==> src/rtl/i2c_cfg_pkg.sv <==
package i2c_cfg_pkg;

    typedef enum logic [3:0] {
        ST_IDLE,
        ST_DEVADDR,
        ST_ACK_DEV,
        ST_SUBADDR,
        ST_ACK_SUB,
        ST_WR_DATA,
        ST_ACK_WR,
        ST_TX_BYTE,
        ST_TX_ACK
    } bus_state_e;

    typedef struct packed {
        logic sda;
        logic scl_rise;
        logic scl_fall;
        logic start;
        logic stop;
    } line_ev_t;

endpackage

==> src/rtl/i2c_line_sync.sv <==
module i2c_line_sync
    import i2c_cfg_pkg::*;
#(
    parameter int SYNC_STAGES = 2
) (
    input  logic     clk,
    input  logic     rst_n,
    input  logic     scl_in,
    input  logic     sda_in,
    output line_ev_t ev
);

    logic [SYNC_STAGES-1:0] scl_chain;
    logic [SYNC_STAGES-1:0] sda_chain;
    logic                   scl_q;
    logic                   sda_q;
    logic                   scl_s;
    logic                   sda_s;

    assign scl_s = scl_chain[SYNC_STAGES-1];
    assign sda_s = sda_chain[SYNC_STAGES-1];

    always_ff @(posedge clk or negedge rst_n) begin
        if (!rst_n) begin
            scl_chain <= '1;
            sda_chain <= '1;
            scl_q     <= 1'b1;
            sda_q     <= 1'b1;
        end else begin
            scl_chain <= {scl_chain[SYNC_STAGES-2:0], scl_in};
            sda_chain <= {sda_chain[SYNC_STAGES-2:0], sda_in};
            scl_q     <= scl_s;
            sda_q     <= sda_s;
        end
    end

    always_comb begin
        ev.sda      = sda_s;
        ev.scl_rise = scl_s & ~scl_q;
        ev.scl_fall = ~scl_s & scl_q;
        ev.start    = scl_s & scl_q & sda_q & ~sda_s;
        ev.stop     = scl_s & scl_q & ~sda_q & sda_s;
    end

endmodule

==> src/rtl/i2c_byte_fsm.sv <==
module i2c_byte_fsm
    import i2c_cfg_pkg::*;
#(
    parameter logic [5:0] DEV_ADDR_HI = 6'h15,
    parameter int         HIGHEST_SUB = 12
) (
    input  logic       clk,
    input  logic       rst_n,
    input  line_ev_t   ev,
    input  logic       addr_sel,
    input  logic [7:0] rd_data,
    output logic [5:0] rd_addr,
    output logic       wr_en,
    output logic [5:0] wr_addr,
    output logic [7:0] wr_data,
    output logic       sda_low,
    output bus_state_e cur_state,
    output logic [6:0] cur_ptr
);

    localparam logic [6:0] HI7 = 7'(HIGHEST_SUB);

    bus_state_e state, nstate;
    logic [7:0] shreg;
    logic [7:0] txsh;
    logic [3:0] bitcnt;
    logic [6:0] ptr;
    logic       rw;
    logic       mack;

    logic byte_full;
    logic addr_hit;
    logic sub_ok;
    logic ptr_over;
    logic counting;

    assign byte_full = (bitcnt == 4'd8);
    assign addr_hit  = (shreg[7:1] == {DEV_ADDR_HI, addr_sel});
    assign sub_ok    = (shreg[7:6] == 2'b00) && ({1'b0, shreg[5:0]} <= HI7);
    assign ptr_over  = (ptr > HI7);
    assign rd_addr   = ptr_over ? HI7[5:0] : ptr[5:0];
    assign counting  = (state == ST_DEVADDR) || (state == ST_SUBADDR) ||
                       (state == ST_WR_DATA) || (state == ST_TX_BYTE);
    assign cur_state = state;
    assign cur_ptr   = ptr;

    // next-state decode
    always_comb begin
        nstate = state;
        if (ev.start) begin
            nstate = ST_DEVADDR;
        end else if (ev.stop) begin
            nstate = ST_IDLE;
        end else if (ev.scl_fall) begin
            unique case (state)
                ST_IDLE:    nstate = ST_IDLE;
                ST_DEVADDR: if (byte_full) nstate = addr_hit ? ST_ACK_DEV : ST_IDLE;
                ST_ACK_DEV: nstate = rw ? ST_TX_BYTE : ST_SUBADDR;
                ST_SUBADDR: if (byte_full) nstate = sub_ok ? ST_ACK_SUB : ST_IDLE;
                ST_ACK_SUB: nstate = ST_WR_DATA;
                ST_WR_DATA: if (byte_full) nstate = ptr_over ? ST_IDLE : ST_ACK_WR;
                ST_ACK_WR:  nstate = ST_WR_DATA;
                ST_TX_BYTE: if (byte_full) nstate = ST_TX_ACK;
                ST_TX_ACK:  nstate = mack ? ST_TX_BYTE : ST_IDLE;
                default:    nstate = ST_IDLE;
            endcase
        end
    end

    // state register
    always_ff @(posedge clk or negedge rst_n) begin
        if (!rst_n) state <= ST_IDLE;
        else        state <= nstate;
    end

    // shift, count and pointer datapath
    always_ff @(posedge clk or negedge rst_n) begin
        if (!rst_n) begin
            shreg   <= '0;
            txsh    <= '1;
            bitcnt  <= '0;
            ptr     <= '0;
            rw      <= 1'b0;
            mack    <= 1'b0;
            wr_en   <= 1'b0;
            wr_addr <= '0;
            wr_data <= '0;
        end else begin
            wr_en <= 1'b0;
            if (ev.start || ev.stop) begin
                bitcnt <= '0;
                txsh   <= '1;
            end else if (ev.scl_rise) begin
                if (counting) begin
                    shreg <= {shreg[6:0], ev.sda};
                    if (!byte_full) bitcnt <= bitcnt + 4'd1;
                end
                if (state == ST_TX_ACK) mack <= ~ev.sda;
            end else if (ev.scl_fall) begin
                unique case (state)
                    ST_DEVADDR: if (byte_full) begin
                        bitcnt <= '0;
                        rw     <= shreg[0];
                    end
                    ST_ACK_DEV: begin
                        bitcnt <= '0;
                        if (rw) txsh <= rd_data;
                    end
                    ST_SUBADDR: if (byte_full) begin
                        bitcnt <= '0;
                        if (sub_ok) ptr <= {1'b0, shreg[5:0]};
                    end
                    ST_WR_DATA: if (byte_full) begin
                        bitcnt <= '0;
                        if (!ptr_over) begin
                            wr_en   <= 1'b1;
                            wr_addr <= ptr[5:0];
                            wr_data <= shreg;
                            ptr     <= ptr + 7'd1;
                        end
                    end
                    ST_TX_BYTE: begin
                        if (byte_full) begin
                            bitcnt <= '0;
                            txsh   <= '1;
                            ptr    <= (ptr >= HI7) ? HI7 : ptr + 7'd1;
                        end else begin
                            txsh <= {txsh[6:0], 1'b1};
                        end
                    end
                    ST_TX_ACK: if (mack) txsh <= rd_data;
                    default: ;
                endcase
            end
        end
    end

    // output decode
    always_comb begin
        unique case (state)
            ST_ACK_DEV, ST_ACK_SUB, ST_ACK_WR: sda_low = 1'b1;
            ST_TX_BYTE:                        sda_low = ~txsh[7];
            default:                           sda_low = 1'b0;
        endcase
    end

endmodule

==> src/rtl/i2c_reg_bank.sv <==
module i2c_reg_bank #(
    parameter int          NREG       = 13,
    parameter logic [63:0] IMPL_MASK  = 64'h19FF,
    parameter logic [31:0] SUBCAR_RST = 32'h21F07C16,
    parameter int          PED_IDX    = 4,
    parameter int          PED_BIT    = 4
) (
    input  logic              clk,
    input  logic              rst_n,
    input  logic              wr_en,
    input  logic [5:0]        wr_addr,
    input  logic [7:0]        wr_data,
    input  logic [5:0]        rd_addr,
    output logic [7:0]        rd_data,
    output logic [NREG*8-1:0] regs_out,
    output logic [NREG-1:0]   wr_stb
);

    function automatic logic [7:0] rst_val(input int idx);
        if (idx < 4)        return SUBCAR_RST[idx*8 +: 8];
        if (idx == PED_IDX) return 8'(1 << PED_BIT);
        return 8'h00;
    endfunction

    for (genvar i = 0; i < NREG; i++) begin : g_reg
        if (IMPL_MASK[i]) begin : g_impl
            localparam logic [7:0] RV = rst_val(i);
            logic [7:0] q;
            assign wr_stb[i] = wr_en && (wr_addr == 6'(i));
            always_ff @(posedge clk or negedge rst_n) begin
                if (!rst_n)         q <= RV;
                else if (wr_stb[i]) q <= wr_data;
            end
            assign regs_out[i*8 +: 8] = q;
        end else begin : g_hole
            assign wr_stb[i]          = 1'b0;
            assign regs_out[i*8 +: 8] = 8'h00;
        end
    end

    always_comb begin
        rd_data = 8'h00;
        for (int i = 0; i < NREG; i++) begin
            if (rd_addr == 6'(i)) rd_data = regs_out[i*8 +: 8];
        end
    end

endmodule

==> src/rtl/i2c_cfg_slave.sv <==
module i2c_cfg_slave
    import i2c_cfg_pkg::*;
#(
    parameter logic [5:0]  DEV_ADDR_HI = 6'h15,
    parameter int          HIGHEST_SUB = 12,
    parameter logic [63:0] IMPL_MASK   = 64'h19FF,
    parameter logic [31:0] SUBCAR_RST  = 32'h21F07C16,
    parameter int          PED_IDX     = 4,
    parameter int          PED_BIT     = 4,
    localparam int         NREG        = HIGHEST_SUB + 1
) (
    input  logic              clk,
    input  logic              rst_n,
    input  logic              scl_in,
    input  logic              sda_in,
    input  logic              addr_sel,
    output logic              sda_low,
    output logic [NREG*8-1:0] regs_out,
    output logic [NREG-1:0]   wr_stb
);

    line_ev_t   line_ev;
    bus_state_e cur_state;
    logic [6:0] cur_ptr;
    logic [5:0] rd_addr;
    logic [7:0] rd_data;
    logic       wr_en;
    logic [5:0] wr_addr;
    logic [7:0] wr_data;

    i2c_line_sync #(.SYNC_STAGES(2)) sync_i (
        .clk    (clk),
        .rst_n  (rst_n),
        .scl_in (scl_in),
        .sda_in (sda_in),
        .ev     (line_ev)
    );

    i2c_byte_fsm #(
        .DEV_ADDR_HI (DEV_ADDR_HI),
        .HIGHEST_SUB (HIGHEST_SUB)
    ) fsm_i (
        .clk       (clk),
        .rst_n     (rst_n),
        .ev        (line_ev),
        .addr_sel  (addr_sel),
        .rd_data   (rd_data),
        .rd_addr   (rd_addr),
        .wr_en     (wr_en),
        .wr_addr   (wr_addr),
        .wr_data   (wr_data),
        .sda_low   (sda_low),
        .cur_state (cur_state),
        .cur_ptr   (cur_ptr)
    );

    i2c_reg_bank #(
        .NREG       (NREG),
        .IMPL_MASK  (IMPL_MASK),
        .SUBCAR_RST (SUBCAR_RST),
        .PED_IDX    (PED_IDX),
        .PED_BIT    (PED_BIT)
    ) bank_i (
        .clk      (clk),
        .rst_n    (rst_n),
        .wr_en    (wr_en),
        .wr_addr  (wr_addr),
        .wr_data  (wr_data),
        .rd_addr  (rd_addr),
        .rd_data  (rd_data),
        .regs_out (regs_out),
        .wr_stb   (wr_stb)
    );

endmodule

==> config.mk <==
export PLATFORM = sky130hd
export DESIGN_NAME = i2c_cfg_slave
export DESIGN_NICKNAME = d
export VERILOG_FILES = /design/src/rtl/i2c_cfg_pkg.sv /design/src/rtl/i2c_line_sync.sv /design/src/rtl/i2c_byte_fsm.sv /design/src/rtl/i2c_reg_bank.sv /design/src/rtl/i2c_cfg_slave.sv
export SDC_FILE = /design/constraint.sdc
export NUM_CORES = 1
export LEC_CHECK = 0
export BUFFER_PORTS_ARGS = -buffer_cell sky130_fd_sc_hd__buf_4
export CAP_MARGIN = 10
export CORE_ASPECT_RATIO = 0.8
export CORE_MARGIN = 8
export CORE_UTILIZATION = 51
export DETAILED_ROUTE_END_ITERATION = 10
export HOLD_SLACK_MARGIN = 0.05
export PLACE_DENSITY = 0.77
export SYNTH_ARGS = -nofsm -noshare
export SYNTH_HDL_FRONTEND = slang
export SYNTH_SLANG_ARGS = --single-unit
==> constraint.sdc <==
create_clock -name clk -period 2.1 [get_ports clk]
set_input_delay 0.21 -clock clk [delete_from_list [all_inputs] [get_ports clk]]
set_output_delay 0.21 -clock clk [all_outputs]
set_load 0.1 [all_outputs]
==> impl_metrics.toml <==
[floorplan]
num_io_pins = 123
die_ar_sq_mm = 0.0178
num_rows = 38
coreArea_sq_mm = 0.0135
chipHeight_um = 121
chipWidth_um = 147
initial_utilization_pct = 52.0

[synthesis]
synth.avg_cell_area_sq_um = 11.7
netlist_area_sq_mm = 0.00703
number_of_flops_mapped_to_enable_cells_by_yosys = 0
synthArstFlopShare_pct = 100
synth_seq_area_share_pct = 51.1
post_synthesis_cell_type_count = 70
count_of_yosys_warnings_during_synthesis = 0
synth_top_cells_by_area = "sky130_fd_sc_hd__dfrtp_1 40%, sky130_fd_sc_hd__mux2_2 15%, sky130_fd_sc_hd__dfstp_2 11%, sky130_fd_sc_hd__nand2_1 2.9%, sky130_fd_sc_hd__buf_4 2.2%"
syn_inst = 601
ys.flop_type = "sky130_fd_sc_hd__dfrtp_1"
cell_taking_the_most_area_after_synthesis = "sky130_fd_sc_hd__dfrtp_1"
synth.top_cell.area_share_pct = 40.2
ys_ff_latch = 142

[layout]
ff_latch_area_sq_mm = 0.00359
multi_input_area_sq_mm = 0.00326
layout-drive-gt1-share_pct = 47.0
n_fill_cell = 994
syn_to_final_growth_pct = 30.0
final_area_sq_mm = 0.00914
final_util_pct = 67.7
design.final.nets = 754
n_antenna_cell = 0

[run]
cap_violations = 0

[min_path]
hold_class = "in -> reg"

[timing]
hold_viol_final = 0
timing.clock.skew_ns = 0.00688
fin_worst_hold_slack_ns = 0.276
timing_worst_slew_pin_value_ns = 0.550
timing.final.crit_period_ns = 2.15
unrepaired_setup_endpoints_after_global_routing = "yes"
timing.fmax_ghz = 0.466
slew_headroom_pct = 63.3
post-route-worst-setup-slack_ns = -0.0453
finalCritPeriodShare_pct = 102
final_setup_violations = 4
slew_violations = 0

[clock_tree]
tritoncts_num_sinks = 142
htree_num_levels = 4
worst_setup_hold_path_clk_slew_ns = 0.06
cts-root-to-sink-buffers = 2
clk_latency_ns = 0.43
numCtsBuffers = 17
tritoncts = "built"
clk_root_buffer_cell = "sky130_fd_sc_hd__clkbuf_16"

[critical_path]
endpoint_required_time_on_the_critical_path_ns = 1.89
max_stage_delay_ns = 0.41
critical_path.endpoint_type = "output port"
cp_max_fo = 5
worst-endpoint-arrival_ns = 1.94
slowest_stage = "sky130_fd_sc_hd__dfrtp_1"
path_class = "reg -> out"
timing.critical_path.from_type = "flop"
crit_chain = "nor4b_4 -> and2_4 -> nand2b_2 -> inv_2 -> buf_12"

[routing]
routed_vias_inst = 5.95
route.final.wire_length_mm = 20.7
vias = 5579
avgRoutedWirePerCell_um = 22.0
antenna_left = 0
remaining_drc_errors = 0
drt-pass1-iter-count = 5
initialDrtViolationCount = 496

[run_status]
failing_checks = "negative setup slack"
run_status = "finished, violations left"

[placed_design]
place.detailed.hpwl_mm = 14.6
io_buffer_count = 104
gp_congestion = 0.945
placement.cell_area_sq_mm = 0.00828

[power_and_ir_drop]
p_leak_nw = 4.36
power-per-cell-area_mw_per_mm2 = 776
ir_worst_vdd_mv = 0.588

[global_route]
globalRouteOverflowTotal = 0
initial_antenna_violation_count = 0
pin_count_of_the_biggest_net_entering_global_routing = 57
first_global_vias = 5576
grt_first_pass_wirelength_mm = 32.3
globalRouteTotalUtil_pct = 23.2
[per-stage QoR]
stage	setup WS, ns	std cells	TNS [ns]	total power [W]
after floorplan	-0.321	618	-8.34	0.00366
after global placement	0.173	897	0	0.00388
after detailed placement	0.100	897	0	0.00391
after CTS	-0.0764	937	-0.121	0.00714
after global routing	-0.0883	938	-0.390	0.00733
final	-0.0453	938	-0.135	0.00709
[synth_stat cells, types with 8 or more instances]
library cell and instances:
sky130_fd_sc_hd__nand2b_1 8, sky130_fd_sc_hd__a21oi_1 22, sky130_fd_sc_hd__o21ai_0 14, sky130_fd_sc_hd__buf_2 9, sky130_fd_sc_hd__nand3_1 10, sky130_fd_sc_hd__nor2_1 15
sky130_fd_sc_hd__nor3_1 11, sky130_fd_sc_hd__mux2i_1 8, sky130_fd_sc_hd__nor2b_1 9, sky130_fd_sc_hd__buf_4 21, sky130_fd_sc_hd__dfstp_2 29, sky130_fd_sc_hd__a221oi_1 13
sky130_fd_sc_hd__clkbuf_1 17, sky130_fd_sc_hd__mux2_2 94, sky130_fd_sc_hd__inv_1 13, sky130_fd_sc_hd__a22oi_1 9, sky130_fd_sc_hd__dfrtp_1 113, sky130_fd_sc_hd__o22ai_1 8
sky130_fd_sc_hd__nand2_1 54
[routing by layer]
| layer | vias to the layer above | GRT usage, % | wire length, um |
|---|---|---|---|
| met1 | 2839 | 32.6 | 9400 |
| met4 | 0 | 6.48 | 202 |
| li1 | 2454 | - | - |
| met3 | 17 | 6.67 | 1770 |
| met2 | 269 | 34.2 | 9300 |
| met5 | - | 0 | 0 |
[registers in the layout (all words and copies together), names as in the netlist, 4 cells and up]
signal and cells:
fsm_i.bitcnt 4, fsm_i.wr_addr 6, fsm_i.cur_ptr 7, bank_i.g.g_impl.q 88, fsm_i.txsh 8, fsm_i.wr_data 8
fsm_i.shreg 8, fsm_i.cur_state 4
[layout make-up]
cell class,instances,area share (%)
multi-input cells,410,35.7
well taps,180,2.46
repair buffers,159,14.9
clock buffers,18,4.81
inverters,15,0.726
clock inverters,14,2.10
flip-flops and latches,142,39.3
[layout by cell type (no fill, tap or decap), types with 7 or more instances in the layout]
master,count
sky130_fd_sc_hd__buf_4,140
sky130_fd_sc_hd__dfrtp_1,113
sky130_fd_sc_hd__mux2_2,81
sky130_fd_sc_hd__nand2_1,54
sky130_fd_sc_hd__dfstp_2,29
sky130_fd_sc_hd__a21oi_1,22
sky130_fd_sc_hd__mux2_4,20
sky130_fd_sc_hd__conb_1,18
sky130_fd_sc_hd__clkbuf_16,17
sky130_fd_sc_hd__nor2_1,14
sky130_fd_sc_hd__o21ai_0,14
sky130_fd_sc_hd__a221oi_1,13
sky130_fd_sc_hd__nor3_1,11
sky130_fd_sc_hd__buf_12,11
sky130_fd_sc_hd__inv_1,9
sky130_fd_sc_hd__nand3_1,9
sky130_fd_sc_hd__nor2b_1,9
sky130_fd_sc_hd__a22oi_1,9
sky130_fd_sc_hd__o22ai_1,8
sky130_fd_sc_hd__mux2i_1,8
sky130_fd_sc_hd__nand3b_1,7
sky130_fd_sc_hd__a31oi_1,7
sky130_fd_sc_hd__o21a_1,7
sky130_fd_sc_hd__a211oi_1,7
[path summary, 6_finish.rpt]
check | from | endpoint | slack [ns] | depth (start not counted)
setup / recovery | fsm_i.wr_addr[3] | wr_stb[6] | -0.05 | 5
hold / removal | addr_sel | fsm_i.cur_state[1] | 0.28 | 5
max in group asynchronous | rst_n | bank_i.g_reg[2].g_impl.q[4] | 1.10 | 3
setup reg to reg | fsm_i.cur_state[0] | fsm_i.wr_addr[3] | 0.10 | 5
hold reg to reg | sync_i.scl_chain[0] | sync_i.scl_chain[1] | 0.35 | 0
min in group asynchronous | rst_n | bank_i.g_reg[0].g_impl.q[6] | 0.31 | 2
[kinds of logic after synthesis]
logic type,count (synthesis),synth area share [%]
AOI/OAI and AO/OA,120,12.2
xor gates and xnor gates,2,0.249
adders and majority gates,4,0.712
buffers and inverters,66,5.25
DFF,142,51.1
muxes,109,17.7
other,1,0.0534
and+or+nand+nor,157,12.7
[what timing repair did]
| action | in CTS | in global routing |
|---|---|---|
| endpoints found under the setup margin | 10 | 19 |
| buffers inserted | 5 | 1 |
| endpoints found under the hold margin | 39 | 0 |
| gates cloned | 0 | 0 |
| gates resized for setup | 29 | 12 |
| hold buffers | 3 | 0 |
| pin swaps | 3 | 7 |
[report_power, final]
part / internal (W) / total, W / switching, W
combinational: 0.000284 / 0.000802 / 0.000519
sequential: 0.00286 / 0.00307 / 0.000206
clock: 0.00202 / 0.00322 / 0.00120
[worst max-delay path, delay by kind of cell (launching register included)]
kind | cells | cell delay, ns
buffers and inverters | 2 | 0.28
DFF | 1 | 0.41
and+or+nand+nor | 3 | 0.81
(Power assumes the default switching activity.)
